## config.mk

```make
export PLATFORM = sky130hd
export DESIGN_NAME = burst_col_seq
export DESIGN_NICKNAME = d
export VERILOG_FILES = /design/src/rtl/burst_seq_pkg.sv /design/src/rtl/burst_seq_ctrl.sv /design/src/rtl/burst_seq_dpath.sv /design/src/rtl/burst_col_seq.sv
export SDC_FILE = /design/constraint.sdc
export NUM_CORES = 1
export LEC_CHECK = 0
export BUFFER_PORTS_ARGS = -buffer_cell sky130_fd_sc_hd__clkbuf_2
export CORE_MARGIN = 5
export CORE_UTILIZATION = 35
export DETAILED_ROUTE_END_ITERATION = 7
export GPL_TIMING_DRIVEN = 1
export PLACE_DENSITY = 0.58
export REMOVE_ABC_BUFFERS = 1
export SLEW_MARGIN = 20
export SYNTH_ARGS = -nofsm -noshare
export SYNTH_HDL_FRONTEND = slang
export SYNTH_SLANG_ARGS = --single-unit
```

## constraint.sdc

```tcl
create_clock -name clk -period 2.33 [get_ports clk]
set_input_delay 0.466 -clock clk [delete_from_list [all_inputs] [get_ports clk]]
set_output_delay 0.466 -clock clk [all_outputs]
set_load 0.03 [all_outputs]
```

## src/rtl/burst_seq_pkg.sv

```systemverilog
package burst_seq_pkg;
  localparam int COL_W_DEF = 8;

  localparam logic [2:0] LEN_1    = 3'd0;
  localparam logic [2:0] LEN_2    = 3'd1;
  localparam logic [2:0] LEN_4    = 3'd2;
  localparam logic [2:0] LEN_8    = 3'd3;
  localparam logic [2:0] LEN_FULL = 3'd7;

  typedef struct packed {
    logic load;  // capture start column, mode and reset beat count
    logic step;  // advance to the next beat
  } seqStrobe_t;
endpackage

```

## src/rtl/burst_seq_ctrl.sv

```systemverilog
module burst_seq_ctrl
  import burst_seq_pkg::*;
#(
  parameter int COL_W = COL_W_DEF
) (
  input  logic             clk,
  input  logic             rstN,
  input  logic             startPulse,
  input  logic [2:0]       lenCode,
  input  logic             stopReq,
  input  logic [COL_W-1:0] beatCnt,
  input  logic [COL_W-1:0] beatMask,
  output seqStrobe_t       strobes,
  output logic             colValid,
  output logic             lastBeat
);
  logic activeQ;
  logic fullQ;

  assign lastBeat = activeQ && !fullQ && (beatCnt == beatMask);
  assign colValid = activeQ;

  always_comb begin
    strobes.load = startPulse;
    strobes.step = activeQ && !startPulse && !stopReq && !lastBeat;
  end

  always_ff @(posedge clk) begin
    if (!rstN) begin
      activeQ <= 1'b0;
      fullQ   <= 1'b0;
    end else if (startPulse) begin
      activeQ <= 1'b1;
      fullQ   <= (lenCode == LEN_FULL);
    end else if (activeQ && (stopReq || lastBeat)) begin
      activeQ <= 1'b0;
    end
  end

  assert_start_valid_R2: assert property (@(posedge clk) disable iff (!rstN)
    startPulse |=> colValid);
  assert_stop_ends_R8: assert property (@(posedge clk) disable iff (!rstN)
    (stopReq && !startPulse) |=> !colValid);
  assert_last_ends_R6: assert property (@(posedge clk) disable iff (!rstN)
    (lastBeat && !startPulse) |=> !colValid);
  assert_last_valid_R6: assert property (@(posedge clk) disable iff (!rstN)
    lastBeat |-> colValid);
  assert_full_no_last_R7: assert property (@(posedge clk) disable iff (!rstN)
    (startPulse && lenCode == LEN_FULL) |=> !lastBeat);
endmodule

```

## src/rtl/burst_seq_dpath.sv

```systemverilog
module burst_seq_dpath
  import burst_seq_pkg::*;
#(
  parameter int COL_W = COL_W_DEF
) (
  input  logic             clk,
  input  logic             rstN,
  input  seqStrobe_t       strobes,
  input  logic [COL_W-1:0] startCol,
  input  logic [2:0]       lenCode,
  input  logic             seqMode,
  output logic [COL_W-1:0] beatCnt,
  output logic [COL_W-1:0] beatMask,
  output logic [COL_W-1:0] colOut
);
  logic [COL_W-1:0] baseQ;
  logic [COL_W-1:0] cntQ;
  logic [COL_W-1:0] maskQ;
  logic             ilvQ;
  logic [COL_W-1:0] nextMask;
  logic [COL_W-1:0] sumCol;
  logic [COL_W-1:0] xorCol;

  always_comb begin
    case (lenCode)
      LEN_2:    nextMask = COL_W'(1);
      LEN_4:    nextMask = COL_W'(3);
      LEN_8:    nextMask = COL_W'(7);
      LEN_FULL: nextMask = '1;
      default:  nextMask = '0;
    endcase
  end

  always_ff @(posedge clk) begin
    if (!rstN) begin
      baseQ <= '0;
      cntQ  <= '0;
      maskQ <= '0;
      ilvQ  <= 1'b0;
    end else if (strobes.load) begin
      baseQ <= startCol;
      cntQ  <= '0;
      maskQ <= nextMask;
      ilvQ  <= seqMode;
    end else if (strobes.step) begin
      cntQ  <= cntQ + 1'b1;
    end
  end

  assign sumCol = baseQ + cntQ;
  assign xorCol = baseQ ^ cntQ;

  for (genvar i = 0; i < COL_W; i++) begin : g_merge
    assign colOut[i] = maskQ[i] ? (ilvQ ? xorCol[i] : sumCol[i]) : baseQ[i];
  end

  assign beatCnt  = cntQ;
  assign beatMask = maskQ;

  assert_upper_hold_R4: assert property (@(posedge clk) disable iff (!rstN)
    strobes.step |=> ((colOut & ~maskQ) == ($past(colOut) & ~maskQ)));
endmodule

```

## src/rtl/burst_col_seq.sv

```systemverilog
module burst_col_seq
  import burst_seq_pkg::*;
#(
  parameter int COL_W = COL_W_DEF
) (
  input  logic             clk,
  input  logic             rstN,
  input  logic             startPulse,
  input  logic [COL_W-1:0] startCol,
  input  logic [2:0]       lenCode,
  input  logic             seqMode,
  input  logic             stopReq,
  output logic [COL_W-1:0] colOut,
  output logic             colValid,
  output logic             lastBeat
);
  seqStrobe_t       strobes;
  logic [COL_W-1:0] beatCnt;
  logic [COL_W-1:0] beatMask;

  burst_seq_ctrl #(.COL_W(COL_W)) ctrl_i (
    .clk(clk), .rstN(rstN), .startPulse(startPulse), .lenCode(lenCode),
    .stopReq(stopReq), .beatCnt(beatCnt), .beatMask(beatMask),
    .strobes(strobes), .colValid(colValid), .lastBeat(lastBeat)
  );

  burst_seq_dpath #(.COL_W(COL_W)) dpath_i (
    .clk(clk), .rstN(rstN), .strobes(strobes), .startCol(startCol),
    .lenCode(lenCode), .seqMode(seqMode), .beatCnt(beatCnt),
    .beatMask(beatMask), .colOut(colOut)
  );

  assert_beat0_col_R2: assert property (@(posedge clk) disable iff (!rstN)
    startPulse |=> (colOut == $past(startCol)));
  assert_bit0_toggles_R4: assert property (@(posedge clk) disable iff (!rstN)
    (colValid && !lastBeat && !startPulse && !stopReq) |=>
      (colValid && colOut[0] != $past(colOut[0])));
endmodule

```

==> results of run 1 <==
## sequential cells by signal, summed over array words and instances (netlist names)
name	count
ctrl_i.colValid	1
ctrl_i.fullQ	1
dpath_i.baseQ	8
dpath_i.beatCnt	8
dpath_i.beatMask	3
dpath_i.ilvQ	1
## per-layer routing
| layer | GRT usage [%] | share of wire (%) |
|---|---|---|
| met1 | 17.5 | 44 |
| met4 | 5.33 | 2.2 |
| met2 | 23.7 | 48 |
| met3 | 2.91 | 5.8 |
| met5 | 0 | 0 |
## cell families (layout without fill, tap and decap cells)
family | after synthesis | count (layout) | share of synthesized area (%)
fa+ha+maj | 9 | 9 | 8.78
compound gates | 32 | 32 | 15.5
buf+inv | 9 | 53 | 3.29
mux | 14 | 14 | 10.4
flops | 22 | 22 | 32.2
xor+xnor | 12 | 12 | 7.68
simple gates | 56 | 56 | 22.1
## final cells by class
cell class	instances	area (um^2)
clock buffers	4	55.1
flip-flops and latches	22	453
inverters	3	11.3
multi-input cells	123	1060
fillers	341	1760
well taps	48	60.1
repair buffers	46	318
## final timing paths
kind,to
min reg2reg,dpath_i.beatMask[2]$_SDFFE_PN0P_
max reg2reg,dpath_i.beatCnt[1]$_SDFFE_PP0P_
min,dpath_i.ilvQ$_SDFFE_PN0P_
max,colOut[7]
## power by group through the flow
stage                     logic (mW)  registers [mW]  clock network [mW]
after floorplan               0.0825           0.411                   0
after global placement         0.142           0.411                   0
after detailed placement       0.145           0.412                   0
after CTS                      0.151           0.404               0.286
after global routing           0.174           0.409               0.299
final                          0.157           0.407               0.282
## cell usage after synthesis (2+ instances only)
cell      instances
mux2_2            2
dfxtp_1          22
xor2_1            6
or4_1             4
nor2_1           12
nand4_1           3
mux2i_1          12
buf_2             2
ha_1              8
o21ai_0           2
a21boi_0          3
nand3_1           3
and3_1            2
nor2b_1          12
nand2_1          10
o211ai_1          4
inv_1             3
xnor2_1           6
a21oi_1          11
nor3_1            2
o31ai_1           3
clkbuf_1          2
## what timing repair did
action | 4_1_cts | 5_1_grt
gates resized for setup | 18 | 33
pin swaps | 9 | 15
endpoints found under the setup margin | 5 | 7
cloned | 0 | 0
hold endpoints to repair | 0 | 0
setup buffers | 0 | 2
## placed cells by master (no fill, tap or decap), drive strengths merged, types with 2 or more instances in the layout
cell	netlist	routed
o21ai	3	3
ha	8	8
a21oi	11	11
xor2	6	6
inv	3	3
or4	4	4
nand3	3	3
o211ai	4	4
nand4	3	3
nor2	12	12
and3	2	2
mux2	2	2
and2b	2	2
o31ai	3	3
a21o	2	2
dfxtp	22	22
buf	3	28
clkbuf	2	22
nor3	2	2
mux2i	12	12
a21boi	3	3
nor2b	12	12
xnor2	6	6
nand2	10	10
## critical path, cell delays in order, from the launching register on
cell and delay [ns]:
dfxtp_2 0.34, ha_4 0.24, and3_4 0.17, a221o_1 0.33
or3_4 0.35, o311ai_4 0.28, xor2_1 0.17, buf_4 0.18
==> impl_metrics.json, run 1 <==
{
  "status": "finished with violations",
  "failed_checks": "negative setup slack",
  "cts_inserted_buffers": 3,
  "routedWlPerCell_um": 14.2,
  "area_growth_pct": 42.8,
  "clock-sinks": 22,
  "cp-start-kind": "flop",
  "die_w_um": 72.5,
  "min-delay-start": "seqMode",
  "ys_warn_count": 0,
  "arrival_ns": 2.32,
  "synth_edf_count": 0,
  "synth_flop_cell": "dfxtp_1",
  "p_switching_mw": 0.231,
  "holdWs_ns": 0.448,
  "worstSetupPathType": "reg -> out",
  "max_cap_violations": 0,
  "p_seq_share_pct": 48.1,
  "ir_worst_vdd_uv": 319,
  "internal-power_mw": 0.615,
  "place_ws_ns": -0.292,
  "min_period_ns": 2.79,
  "min_path_cells": 3,
  "clk_pin_slew_worst_paths_ns": 0.08,
  "netlist_area_mm2": 0.00137,
  "clk_path_buf_depth": 2,
  "r2r_cells": 6,
  "vias": 1268,
  "setup_tns_ns": -1.50,
  "tritoncts": "yes",
  "synth.avg_cell_area_um2": 8.89,
  "max_slew.worst_pin.slew_ns": 0.538,
  "endpoint_kind": "output pin",
  "portBuffers": 25,
  "ys_ff_latch": 22,
  "ant_nets": 0,
  "finalInstanceArea_mm2": 0.00195,
  "rows": 22,
  "layout-drive-gt1-share_pct": 40.4,
  "detailedRoute.firstIterationViolations": 38,
  "synth_area_leaders": "dfxtp_1 32%, mux2i_1 8.8%, ha_1 7.3%",
  "async_flop_share_pct": 0,
  "antenna_found_initial": 0,
  "ys_seq_area_share_pct": 32.2,
  "antenna_cells": 0,
  "grt_max_degree": 17,
  "slew_viol_final": 0,
  "first_global_vias": 1282,
  "gp_congestion": 0.768,
  "dp_hpwl_um": 2550,
  "cts_max_level": 1,
  "timing.reg2reg.setup_slack_ns": 0.48,
  "path_max_fanout": 2,
  "place_area_mm2": 0.00166,
  "rsz0062_at_grt": "true",
  "period_share_pct": 120,
  "hold_viol": 0,
  "synth.distinct_cells": 42,
  "grtUsageTotal_pct": 14.1,
  "p_comb_share_pct": 18.6,
  "placed_cells": 240,
  "postSynthCellCount": 154,
  "hold_path.class": "in -> reg",
  "routed_via_density": 5.15,
  "die_area_mm2": 0.00526,
  "p_leak_nw": 0.842,
  "setup_viol": 4,
  "start_util_pct": 36.8,
  "core_area_mm2": 0.00372,
  "clk_latency_ns": 0.27,
  "grt_first_pass_wirelength_um": 5840,
  "max_freq_mhz": 359,
  "crit_start": "dpath_i.baseQ[2]$_SDFFE_PN0P_",
  "cts_root_buffer": "clkbuf_8",
  "yosys.area.top_type": "dfxtp_1",
  "cp.required_ns": 1.86,
  "p_per_area_mw_per_mm2": 433,
  "p_total_mw": 0.846,
  "timing.rr.start": "dpath_i.beatCnt[5]$_SDFFE_PP0P_",
  "stdcell_count": 246,
  "nets": 224,
  "hold_buffers": 0,
  "drtPass1Iterations": 4,
  "remaining_drc_errors": 0,
  "clock_skew_ns": 0.00203,
  "wl_um": 3500,
  "clock_power_share_pct": 33.3,
  "io_pins": 26,
  "chipHeight_um": 72.5,
  "relSlewSlack_pct": 64.1,
  "swShare_pct": 27.3,
  "fin_util_pct": 52.6,
  "grt_overflow": 0,
  "synth_top_area_share_pct": 32.2,
  "layout_setup_ws_ns": -0.456
}
No activity file was read; power rests on OpenSTA's default activity.
==> run 2, diff against run 1 <==
==> constraint.sdc (replaced) <==
create_clock -name clk -period 2.33 [get_ports clk]
set_input_delay 0.466 -clock clk [delete_from_list [all_inputs] [get_ports clk]]
set_output_delay 0.466 -clock clk [all_outputs]
set_load 0.02 [all_outputs]
==> impl_metrics.json, run 2 (synthesis gave the netlist of run 1 again) <==
{
  "status": "finished with violations",
  "failed_checks": "negative setup slack",
  "drtPass1Iterations": 4,
  "cp.required_ns": 1.86,
  "hold_viol": 0,
  "ir_worst_vdd_uv": 340,
  "grt_first_pass_wirelength_um": 5780,
  "hold_path.class": "in -> reg",
  "fill_cells": 360,
  "worstSetupPathType": "reg -> out",
  "period_share_pct": 118,
  "cpPeakStageDelay_ns": 0.35,
  "grt_overflow": 0,
  "clk_latency_ns": 0.26,
  "cp-start-kind": "flop",
  "layout-drive-gt1-share_pct": 38.7,
  "die_area_mm2": 0.00526,
  "path_max_fanout": 3,
  "clock-sinks": 22,
  "final_common_cell": "buf_4",
  "relSlewSlack_pct": 69.4,
  "cts_max_level": 1,
  "start_util_pct": 36.8,
  "fin_util_pct": 51.3,
  "first_global_vias": 1289,
  "portBuffers": 25,
  "cts_root_buffer": "clkbuf_8",
  "ant_nets": 0,
  "max_cap_violations": 0,
  "detailedRoute.firstIterationViolations": 67,
  "layout_setup_ws_ns": -0.418,
  "clock_skew_ns": 0.00176,
  "setup_viol": 4,
  "antenna_found_initial": 0,
  "die_w_um": 72.5,
  "hold_buffers": 0,
  "p_total_mw": 0.915,
  "final_cell_mix": "24 x buf_4, 20 x clkbuf_2",
  "arrival_ns": 2.28,
  "clk_path_buf_depth": 2,
  "area_growth_pct": 39.2,
  "clk_pin_slew_worst_paths_ns": 0.08,
  "routed_via_density": 5.12,
  "grtUsageTotal_pct": 13.8,
  "rows": 22,
  "slew_viol_final": 0,
  "slowest_stage": "dfxtp_2",
  "p_per_area_mw_per_mm2": 480,
  "dp_hpwl_um": 2560,
  "core_area_mm2": 0.00372,
  "chipHeight_um": 72.5,
  "antenna_cells": 0,
  "cp_cell_sequence": "ha_4, and3_4, a221o_1, or3_1, o311ai_2, xor2_1, buf_4",
  "wl_um": 3400,
  "remaining_drc_errors": 0,
  "tritoncts": "yes",
  "nets": 225,
  "p_leak_nw": 0.854,
  "max_freq_mhz": 364,
  "holdWs_ns": 0.457,
  "io_pins": 26,
  "endpoint_kind": "output pin",
  "grt_max_degree": 17,
  "vias": 1265,
  "finalInstanceArea_mm2": 0.00191,
  "cts_inserted_buffers": 3,
  "routedWlPerCell_um": 13.8,
  "path_delay_family": "compound AO/OA/AOI/OAI gates",
  "path_buf_inv": 1,
  "setup_tns_ns": -1.09,
  "rsz0062_at_grt": "true",
  "min_period_ns": 2.75,
  "gp_congestion": 0.756,
  "max_slew.worst_pin.slew_ns": 0.455,
  "place_area_mm2": 0.00166
}
[run 2: tightest hold or removal path, delay by kind of cell]
family / cells / cell delay, ns
buffers and inverters: 1 / 0.07
AND/OR/NAND/NOR: 1 / 0.09
multiplexers: 1 / 0.06
[run 2: area by class of cell]
type	count	area (um^2)	area share, %
flip-flops and latches	22	458	24.0
clock buffers	3	41.3	2.17
well taps	48	60.1	3.15
inverters	3	11.3	0.591
clock inverters	1	30.0	1.58
repair buffers	47	318	16.7
multi-input cells	123	987	51.8
[run 2: timing repair]
| action | CTS | global route |
|---|---|---|
| gates resized for setup | 18 | 21 |
| setup endpoints to repair | 4 | 5 |
| pin swaps | 12 | 12 |
| buffers inserted | 1 | 2 |
[run 2: stage by stage]
step	std cells	setup WS, ns
3_5_place_dp	240	-0.257
3_3_place_gp	240	-0.220
5_1_grt	247	-0.516
4_1_cts	245	-0.467
6_report	247	-0.418
2_1_floorplan	148	-0.325
[run 2: worst paths after layout]
| path | startpoint | endpoint | slack [ns] | depth (start not counted) |
|---|---|---|---|---|
| max | dpath_i.baseQ[3]$_SDFFE_PN0P_ | colOut[7] | -0.42 | 7 |
| min | seqMode | dpath_i.ilvQ$_SDFFE_PN0P_ | 0.46 | 3 |
| max reg2reg | dpath_i.beatCnt[5]$_SDFFE_PP0P_ | dpath_i.beatCnt[1]$_SDFFE_PP0P_ | 0.45 | 6 |
| min reg2reg | dpath_i.beatMask[2]$_SDFFE_PN0P_ | dpath_i.beatMask[2]$_SDFFE_PN0P_ | 0.54 | 2 |
[run 2: routing by layer]
layer	part of all wire, %	GRT usage, %	vias to the layer above
met5	0	0	-
met4	0.73	3.89	0
met3	6.2	4.57	4
met2	49	23.8	36
met1	45	16.3	583
li1	-	-	642
[run 2: where the power goes]
group	internal (mW)	leakage, nW	switching, mW	total (mW)
registers	0.389	0.185	0.0162	0.405
clock network	0.230	0.0357	0.131	0.361
logic	0.0748	0.633	0.0743	0.149
